$ cat src/rtl/sarx_pkg.sv
package sarx_pkg;
    localparam int SAMPLE_W = 24;
    localparam int SLOT_CNT_W = 6;

    typedef enum logic [1:0] {
        FMT_LEFT_J  = 2'd0,
        FMT_RIGHT_M = 2'd1,
        FMT_RIGHT_L = 2'd2,
        FMT_I2S     = 2'd3
    } frame_fmt_e;

    typedef enum logic [1:0] {
        LEN_16   = 2'd0,
        LEN_20   = 2'd1,
        LEN_24   = 2'd2,
        LEN_RSVD = 2'd3
    } word_len_e;

    typedef struct packed {
        logic                is_left;
        logic [SAMPLE_W-1:0] head;
        logic [SAMPLE_W-1:0] tail;
    } slot_word_t;

    function automatic logic [SAMPLE_W-1:0] bit_rev(input logic [SAMPLE_W-1:0] v);
        logic [SAMPLE_W-1:0] r;
        for (int k = 0; k < SAMPLE_W; k++) r[k] = v[SAMPLE_W-1-k];
        return r;
    endfunction

    function automatic logic [SAMPLE_W-1:0] assemble(input frame_fmt_e f, input word_len_e l,
                                                     input slot_word_t s);
        logic [SAMPLE_W-1:0] o;
        case (f)
            FMT_RIGHT_M: begin
                case (l)
                    LEN_16:  o = {{(SAMPLE_W-16){s.tail[15]}}, s.tail[15:0]};
                    LEN_20:  o = {{(SAMPLE_W-20){s.tail[19]}}, s.tail[19:0]};
                    LEN_24:  o = s.tail;
                    default: o = '0;
                endcase
            end
            FMT_RIGHT_L: o = bit_rev(s.tail);
            default:     o = s.head;
        endcase
        return o;
    endfunction
endpackage

$ cat src/rtl/sarx_bit_front.sv
module sarx_bit_front (
    input  logic clk,
    input  logic rst,
    input  logic bclk,
    input  logic wclk,
    input  logic sdata,
    output logic bit_stb,
    output logic bit_val,
    output logic bit_lr
);
    logic bclk_q;

    always_ff @(posedge clk) begin
        if (rst) begin
            bclk_q  <= 1'b0;
            bit_stb <= 1'b0;
            bit_val <= 1'b0;
            bit_lr  <= 1'b0;
        end else begin
            bclk_q  <= bclk;
            bit_stb <= bclk & ~bclk_q;
            if (bclk & ~bclk_q) begin
                bit_val <= sdata;
                bit_lr  <= wclk;
            end
        end
    end

    // a strobe needs a low sample before it, so two in a row cannot occur
    assert_stb_spacing_R10: assert property (@(posedge clk) disable iff (rst)
        bit_stb |=> !bit_stb);
endmodule

$ cat src/rtl/sarx_slot_acc.sv
module sarx_slot_acc
    import sarx_pkg::*;
#(
    parameter int OUT_W = SAMPLE_W,
    parameter int CNT_W = SLOT_CNT_W
) (
    input  logic       clk,
    input  logic       rst,
    input  logic       i2s_mode,
    input  logic       bit_stb,
    input  logic       bit_val,
    input  logic       bit_lr,
    output logic       fin_stb,
    output slot_word_t fin_word
);
    localparam int IW = $clog2(OUT_W);
    localparam logic [CNT_W-1:0] CNT_MAX = '1;

    logic             started, armed, lr_d1, prev_eff;
    logic [CNT_W-1:0] cnt;
    logic [OUT_W-1:0] head, tail;
    logic             eff, boundary;
    logic [IW-1:0]    wr_idx;

    always_comb begin
        eff      = i2s_mode ? lr_d1 : bit_lr;
        boundary = started && (eff != prev_eff);
        wr_idx   = IW'(OUT_W-1) - IW'(cnt);
    end

    always_ff @(posedge clk) begin
        if (rst) begin
            started  <= 1'b0;
            armed    <= 1'b0;
            lr_d1    <= 1'b0;
            prev_eff <= 1'b0;
            cnt      <= '0;
            head     <= '0;
            tail     <= '0;
            fin_stb  <= 1'b0;
            fin_word <= '0;
        end else begin
            fin_stb <= 1'b0;
            if (bit_stb) begin
                lr_d1 <= bit_lr;
                tail  <= {tail[OUT_W-2:0], bit_val};
                if (!started) begin
                    started  <= 1'b1;
                    prev_eff <= bit_lr;
                    cnt      <= CNT_MAX;
                end else if (boundary) begin
                    prev_eff <= eff;
                    armed    <= 1'b1;
                    fin_stb  <= armed;
                    fin_word.is_left <= i2s_mode ? ~prev_eff : prev_eff;
                    fin_word.head    <= head;
                    fin_word.tail    <= tail;
                    head     <= {bit_val, {(OUT_W-1){1'b0}}};
                    cnt      <= CNT_W'(1);
                end else begin
                    if (cnt < CNT_W'(OUT_W)) head[wr_idx] <= bit_val;
                    if (cnt != CNT_MAX) cnt <= cnt + 1'b1;
                end
            end
        end
    end

    // a finished slot always follows a captured bit
    assert_fin_after_bit_R10: assert property (@(posedge clk) disable iff (rst)
        fin_stb |-> $past(bit_stb));
    // at most one slot completes per bit
    assert_single_fin_R9: assert property (@(posedge clk) disable iff (rst)
        fin_stb |=> !fin_stb);
endmodule

$ cat src/rtl/sarx_out_stage.sv
module sarx_out_stage
    import sarx_pkg::*;
#(
    parameter int OUT_W = SAMPLE_W
) (
    input  logic             clk,
    input  logic             rst,
    input  frame_fmt_e       fmt,
    input  word_len_e        wlen,
    input  logic             mute,
    input  logic             fin_stb,
    input  slot_word_t       fin_word,
    output logic [OUT_W-1:0] left_data,
    output logic             left_valid,
    output logic [OUT_W-1:0] right_data,
    output logic             right_valid,
    output logic             len_err
);
    logic             rsvd;
    logic [OUT_W-1:0] val;

    always_comb begin
        rsvd = (fmt == FMT_RIGHT_M) && (wlen == LEN_RSVD);
        val  = (mute || rsvd) ? '0 : assemble(fmt, wlen, fin_word);
    end

    always_ff @(posedge clk) begin
        if (rst) begin
            left_data   <= '0;
            right_data  <= '0;
            left_valid  <= 1'b0;
            right_valid <= 1'b0;
            len_err     <= 1'b0;
        end else begin
            len_err     <= rsvd;
            left_valid  <= fin_stb & fin_word.is_left;
            right_valid <= fin_stb & ~fin_word.is_left;
            if (fin_stb && fin_word.is_left)  left_data  <= val;
            if (fin_stb && !fin_word.is_left) right_data <= val;
        end
    end

    assert_no_dual_valid_R11: assert property (@(posedge clk) disable iff (rst)
        !(left_valid && right_valid));
    assert_mute_zero_R8: assert property (@(posedge clk) disable iff (rst)
        (left_valid && $past(mute)) |-> (left_data == '0));
    assert_rsvd_zero_R7: assert property (@(posedge clk) disable iff (rst)
        (right_valid && $past(fmt) == FMT_RIGHT_M && $past(wlen) == LEN_RSVD) |-> (right_data == '0));
    assert_sign_ext_R3: assert property (@(posedge clk) disable iff (rst)
        (left_valid && $past(fmt) == FMT_RIGHT_M && $past(wlen) == LEN_16)
        |-> (left_data[OUT_W-1:16] == {(OUT_W-16){left_data[15]}}));
endmodule

$ cat src/rtl/serial_audio_rx.sv
module serial_audio_rx
    import sarx_pkg::*;
(
    input  logic                clk,
    input  logic                rst,
    input  logic                bclk,
    input  logic                wclk,
    input  logic                sdata,
    input  logic [1:0]          fmt,
    input  logic [1:0]          wlen,
    input  logic                mute,
    output logic [SAMPLE_W-1:0] left_data,
    output logic                left_valid,
    output logic [SAMPLE_W-1:0] right_data,
    output logic                right_valid,
    output logic                len_err
);
    logic       bit_stb, bit_val, bit_lr, fin_stb;
    slot_word_t fin_word;
    frame_fmt_e fmt_e;
    word_len_e  wlen_e;

    assign fmt_e  = frame_fmt_e'(fmt);
    assign wlen_e = word_len_e'(wlen);

    sarx_bit_front u_front (
        .clk(clk), .rst(rst), .bclk(bclk), .wclk(wclk), .sdata(sdata),
        .bit_stb(bit_stb), .bit_val(bit_val), .bit_lr(bit_lr)
    );

    sarx_slot_acc #(.OUT_W(SAMPLE_W), .CNT_W(SLOT_CNT_W)) u_slot (
        .clk(clk), .rst(rst), .i2s_mode(fmt_e == FMT_I2S),
        .bit_stb(bit_stb), .bit_val(bit_val), .bit_lr(bit_lr),
        .fin_stb(fin_stb), .fin_word(fin_word)
    );

    sarx_out_stage #(.OUT_W(SAMPLE_W)) u_out (
        .clk(clk), .rst(rst), .fmt(fmt_e), .wlen(wlen_e), .mute(mute),
        .fin_stb(fin_stb), .fin_word(fin_word),
        .left_data(left_data), .left_valid(left_valid),
        .right_data(right_data), .right_valid(right_valid), .len_err(len_err)
    );

    assert_reset_quiet_R1: assert property (@(posedge clk)
        $past(rst) |-> (!left_valid && !right_valid && !len_err));
endmodule

$ cat config.mk
export PLATFORM = sky130hd
export DESIGN_NAME = serial_audio_rx
export DESIGN_NICKNAME = d
export VERILOG_FILES = /design/src/rtl/sarx_pkg.sv /design/src/rtl/sarx_bit_front.sv /design/src/rtl/sarx_slot_acc.sv /design/src/rtl/sarx_out_stage.sv /design/src/rtl/serial_audio_rx.sv
export SDC_FILE = /design/constraint.sdc
export NUM_CORES = 1
export LEC_CHECK = 0
export BUFFER_PORTS_ARGS = -buffer_cell sky130_fd_sc_hd__buf_2
export CAP_MARGIN = 20
export CORE_MARGIN = 10
export CORE_UTILIZATION = 50
export DETAILED_ROUTE_END_ITERATION = 10
export PLACE_DENSITY = 0.66
export SLEW_MARGIN = 20
export SYNTH_ARGS = -nofsm -noshare
export SYNTH_HDL_FRONTEND = slang
export SYNTH_SLANG_ARGS = --single-unit
export TNS_END_PERCENT = 30
$ cat constraint.sdc
create_clock -name clk -period 3.25 [get_ports clk]
set_clock_uncertainty 0.2 [all_clocks]
set_input_delay 0.975 -clock clk [delete_from_list [all_inputs] [get_ports clk]]
set_output_delay 0.975 -clock clk [all_outputs]
set_load 0.01 [all_outputs]
Word level (Yosys, flattened, before mapping)

Index checks and enable logic that the tools add are counted.
W data, S select, Z words.

Reductions and logical operators: 14
Equality and inequality tests: 10
Add/sub/neg operators: 2
Bitwise gates (word level): 9
Magnitude comparators: 3
Mux-type cells: 15

Operators with widths:

| cell                  | count |
|---|---|
| $mux W24              | 3 |
| $pmux W24 S3          | 1 |
| $pmux W24 S2          | 1 |
| $bwmux W24            | 1 |
| $mux W6               | 3 |
| $eq A2 B2 Y1 const B  | 4 |
| $add A6 B1 Y6 const B | 1 |
| $lt A5 B6 Y1 const B  | 1 |
| $lt A6 B5 Y1 const B  | 1 |
| $ne A6 B6 Y1 const B  | 1 |
| $not A1 Y1            | 6 |
| $reduce_and A3 Y1     | 2 |
| $demux W1 S5          | 1 |
| $ge A5 B1 Y1 const B  | 1 |
| $logic_and A1 B1 Y1   | 5 |
| $mux W1               | 5 |
| $sub A5 B5 Y5 const A | 1 |
| $eq A2 B1 Y1 const B  | 2 |
| $reduce_and A2 Y1     | 2 |
| $reduce_or A4 Y1      | 1 |
| $and A1 B1 Y1         | 3 |
| $ne A3 B3 Y1 const B  | 1 |
| $logic_not A2 Y1      | 1 |
| $ne A2 B2 Y1 const B  | 1 |
| 4 further kinds       | 4 |

Input bits: 10
Word-level logic and storage cells: 73
Register bits after elaboration: 163

Logic depth before layout (Yosys ltp)

Depth in word-level cells: 8
Gate-level depth with buffers: 8
Mapped depth without buffers: 6

Cells and area by module

From an unflattened synthesis, not the netlist that was laid out.

Cells, all modules: 778
Area, all modules: 7,088.0 um^2

Modules (own cells, without submodules):

| module          | cells each | seq. area each (um^2) | area each (um^2) | instances |
|---|---|---|---|---|
| sarx_slot_acc   | 529        | 2,162.1               | 4,550.6          | 1 |
| sarx_out_stage  | 235        | 1,021.0               | 2,378.5          | 1 |
| sarx_bit_front  | 13         | 80.1                  | 152.6            | 1 |
| serial_audio_rx | 1          | 0.0                   | 6.3              | 1 |

Least setup slack after synthesis

No wires, ideal clock.

Kind: in2reg
From: in fmt[0]
To: reg u_slot.head[0]
Stages on the path: 6
Arrival time: 2.470 ns
Library setup time: 0.129 ns
Slack: 0.450 ns
Cells stage by stage: ha_1 -> mux2i_4 -> mux2_2 -> buf_2 -> o2111ai_1 -> o21ai_0

Word-level cells in the longest chain between the ends: 6

Ends and longest elaborated chain:

| element                             | RTL line              | text |
|---|---|---|
| start: declaration                  | serial_audio_rx.sv:9  | `input logic [1:0] fmt,` |
| $eq A2 B2 Y1 (*)                    | serial_audio_rx.sv:32 | `.clk(clk), .rst(rst), .i2s_mode(fmt_e == FMT_I2S),` |
| $mux W1 (*)                         | sarx_slot_acc.sv:26   | `eff = i2s_mode ? lr_d1 : bit_lr;` |
| $ne A1 B1 Y1 (*)                    | sarx_slot_acc.sv:27   | `boundary = started && (eff != prev_eff);` |
| $logic_and A1 B1 Y1 (*)             | sarx_slot_acc.sv:27   |  |
| $reduce_bool A2 Y1 (no source line) | --                    |  |
| $reduce_and A3 Y1 (no source line)  | --                    |  |
| end signal: assignment              | sarx_slot_acc.sv:58   | `head <= {bit_val, {(OUT_W-1){1'b0}}};` |
| end signal: indexed assignment      | sarx_slot_acc.sv:61   | `if (cnt < CNT_W'(OUT_W)) head[wr_idx] <= bit_val;` |
| end: declaration                    | sarx_slot_acc.sv:21   | `logic [OUT_W-1:0] head, tail;` |

Mark *: on every way between the ends. The rest lies on a longest branch, timed or not.
A chain may end at the register's enable or synchronous reset.

Final worst setup path

From: in fmt[1]
To: reg u_slot.head[5]

The elaborated chain is that of the path after synthesis.

==> metrics list <==
* Status: complete, no violations
* Die area: 0.0194 mm2
* Number of vias after detailed routing: 6193
* Clock Pin Slew Worst Setup and Hold Paths: 60 ps
- In this run, CTS created clock tree buffers numbering 17.
- Area Growth Syn to Fin: 14.9%
* Length of the first detailed-routing pass in iterations: 5
- The die is 139 um wide.
- Half-perimeter wire length after detailed placement: 12.8 mm
- Setup violations remaining at the end of the flow were counted as 0.
- The worst-case IR drop observed on VDD is 0.000361 V.
- Hold buffer count at cts: 0
* Number of DRC violations after detailed-routing iteration 0: 487
- Cell variety after synth: 49
* Prevailing post-synth register cell: sky130_fd_sc_hd__dfxtp_1
- The internal portion of the total power is 3.37 mW.
- Clock network power share: 0.477
* Fraction of synthesis flops using an asynchronous set or reset pin: 0
- The via count of the first global-routing pass came to 5751.
- Worst Hold Path Cells: 1
- Worst reg2reg endpoint: u_slot.head[11]
* Largest net degree at the start of global routing: 146
* CTS tree: built
- Counting every instance in the synthesized netlist gives 858.
- Gr ovfl total: 0
- The detail route stage leaves a number of antenna-violating nets equal to 0.
- During placement, the flow inserted port buffers numbering 60.
- The repair_antennas step left the layout with diodes totalling 0.
- H-tree depth reported by CTS: 4
* Post-Syn Area per Cell: 8.29 um2
* Setup repair after global routing missed its margin: false
* Startpoint Class: primary input
* Final clock period utilization by the worst path: 0.836
- Net total in the final layout: 903
- After detailed routing, the number of vias per cell comes to 5.74.
* Power density cells: 544 mW/mm2
* Post-synthesis instance area: 0.00711 mm2
* Post-Syn Nets: 875
- Max-slew headroom at the worst pin: 0.336
- Of the post-synthesis cell area, the dominant cell type holds 0.459.
- Number of placement rows: 43
* Max Buffers Root-to-Sink: 2
- Across the run, the number of max-cap violations was 0.
- #FFs+latches synth: 163
- The final number of max-transition violations came to 0.
- Top post-synthesis cells by area: sky130_fd_sc_hd__dfxtp_1, sky130_fd_sc_hd__nand2_1, sky130_fd_sc_hd__a21oi_1, sky130_fd_sc_hd__nand3_1, sky130_fd_sc_hd__mux2i_1
- Final hold analysis gives a worst-case slack of 212 ps.
- The tree is rooted in a sky130_fd_sc_hd__clkbuf_16.
- The tree built by TritonCTS fans out to 163 sinks.
* Wire length per cell: 17.1 um
- For hold timing, the worst endpoint is u_front.bit_stb.
- For this configuration, the core starts out at a cell density of 0.510.
* Final Hold Fails: 0
- Of the synthesized area, sequential elements account for 0.459.
- Crit path kind: in2reg
* Final sum of negative setup slack: 0 ps
* Comb pwr share: 0.067
* First-pass GRT wire length: 30.3 mm
* Setup bufs post-CTS: 0
- By instance count, the leading cell after synthesis is sky130_fd_sc_hd__dfxtp_1.
- The analysis attributes to cell leakage a power of 2.93 nW.
* Ranking of synthesized cells by instance count: sky130_fd_sc_hd__dfxtp_1, sky130_fd_sc_hd__nand2_1, sky130_fd_sc_hd__a21oi_1
* I/O pin total: 61
* Wire length after detailed routing: 18.5 mm
- Synth warnings: 0
* Share of post-route cells with drive strength above 1: 0.139
- Based on the critical path, the design can be clocked at up to 368 MHz.
- Yosys mapped a number of flops with a built-in enable equal to 0.
* Post-synth top area cell: sky130_fd_sc_hd__dfxtp_1
* Worst setup EP type: flop
- Transition time at the pin with the least slew margin: 996 ps
- Routability Congestion: 0.868
- For the worst setup path, the data arrival time is 2850 ps.
* R2R setup slack: 990 ps
- In the routed design, unresolved DRC markers number 0.
- Cells on worst reg2reg path: 4
- Number of resized instances in the post-cts repair step: 0
- In the global route stage, overall resource usage came out at 0.188.
* Die height: 139 um
* Share of power burned in registers: 0.457
* Source of the worst hold timing path: u_front.bclk_q
- In this run the critical register-to-register path is launched from u_slot.cnt[3].
- The worst hold path belongs to the class reg2reg.
- Total net switching power: 1.08 mW
- Insertion delay to the later sink of the worst-skew pair: 440 ps
- The total area inside the core boundary comes to 0.0139 mm2.
- The number of antenna violations at the first check in global routing was 0.
- At the worst endpoint, the required time is 3380 ps.
- Counting I/O delays and the setup requirement, the final critical path takes 2720 ps.
* Sw Ratio: 0.242
- Critical path fanouts, max: 6
## layer usage
layer  global-route usage  vias to the layer above  wire length (um)
met5                    0                        -                 0
met1                0.254                     2920              8840
li1                     -                     3064                 -
met4               0.0522                        0               241
met3               0.0544                       22              1130
met2                0.285                      187              8250
## per-stage QoR
stage                     area, um2  std cells  setup slack, ps  total power [mW]  utilization
final                          8170       1079              533              4.44        0.587
after global routing           8170       1079              388              4.58        0.587
after CTS                      8170       1079              546              4.46        0.587
after detailed placement       7550       1047             93.7              2.37        0.542
after global placement         7550       1047              197              2.36        0.542
after floorplan                7110        858              450              2.27            -
## flip-flops by register name, summed over array words and instances (netlist names)
name	flops
u_front.bit_lr	1
u_slot.fin_stb	1
u_out.right_data	24
u_slot.armed	1
u_slot.fin_word	49
u_slot.started	1
u_front.bit_stb	1
u_front.bclk_q	1
u_slot.prev_eff	1
u_slot.lr_d1	1
u_slot.cnt	6
u_front.bit_val	1
u_out.left_data	24
u_out.len_err	1
u_out.right_valid	1
u_slot.head	24
u_out.left_valid	1
u_slot.tail	24
## layout by cell type, fill, tap and decap left out, drive strengths merged, types with 2 or more instances in the layout
master     n
a211oi     2
a21boi     7
a21o       4
a21oi    102
a221o     16
a221oi     8
a22oi     18
a32oi      6
and2       3
and3       4
buf       83
bufinv     3
clkbuf    19
clkinv     6
dfxtp    163
ha         7
inv       36
mux2       2
mux2i     36
nand2    158
nand2b    12
nand3     76
nand4      5
nor2      39
nor2b     14
nor3       3
nor3b      3
nor4       2
o2111ai    2
o21ai      9
o31ai     19
o32ai     18
or3        2
xor2       2
## critical path: stages
cell                      delay [ps]
sky130_fd_sc_hd__buf_2           110
sky130_fd_sc_hd__ha_1            320
sky130_fd_sc_hd__mux2i_4         370
sky130_fd_sc_hd__buf_4           190
sky130_fd_sc_hd__xor2_4          170
sky130_fd_sc_hd__nand4_1         320
sky130_fd_sc_hd__o32ai_1         390
## power groups by stage
stage          logic (mW)  clock network [mW]  registers, mW
2_1_floorplan       0.208                   0           2.06
3_3_place_gp        0.288                   0           2.07
3_5_place_dp        0.291                   0           2.07
4_1_cts             0.292                2.14           2.03
5_1_grt             0.322                2.23           2.03
6_report            0.297                2.12           2.03
## kinds of logic (layout without fill, tap and decap cells)
logic type,after synthesis,in the layout,share of synthesized area
XOR/XNOR,3,3,0.00633
AO/OA/AOI/OAI,215,215,0.200
adder cells (fa/ha/maj),7,7,0.0123
buffers and inverters,106,147,0.0593
flip-flops,163,163,0.459
multiplexers,38,38,0.0574
AND/OR/NAND/NOR,326,326,0.206
## worst max-delay path by stage
| stage | depth (start not counted) | slack (ps) | endpoint | startpoint |
|---|---|---|---|---|
| after floorplan | 6 | 450 | u_slot.head[0] | fmt[0] |
| after global placement | 7 | 200 | u_slot.head[5] | fmt[0] |
| after detailed placement | 7 | 90 | u_slot.head[5] | fmt[0] |
| after CTS | 7 | 550 | u_slot.head[5] | fmt[1] |
| after global routing | 6 | 390 | u_slot.head[8] | fmt[1] |
| final | 7 | 530 | u_slot.head[5] | fmt[1] |
## final cells by class
| cell class | count | area, um2 |
|---|---|---|
| Clock buffer | 19 | 453 |
| Fill cell | 1274 | 5760 |
| Sequential cell | 163 | 3260 |
| Timing Repair Buffer | 83 | 513 |
| Tap cell | 180 | 225 |
| Multi-Input combinational cell | 589 | 3430 |
| Inverter | 32 | 120 |
| Clock inverter | 13 | 171 |
(Power assumes the default switching activity.)
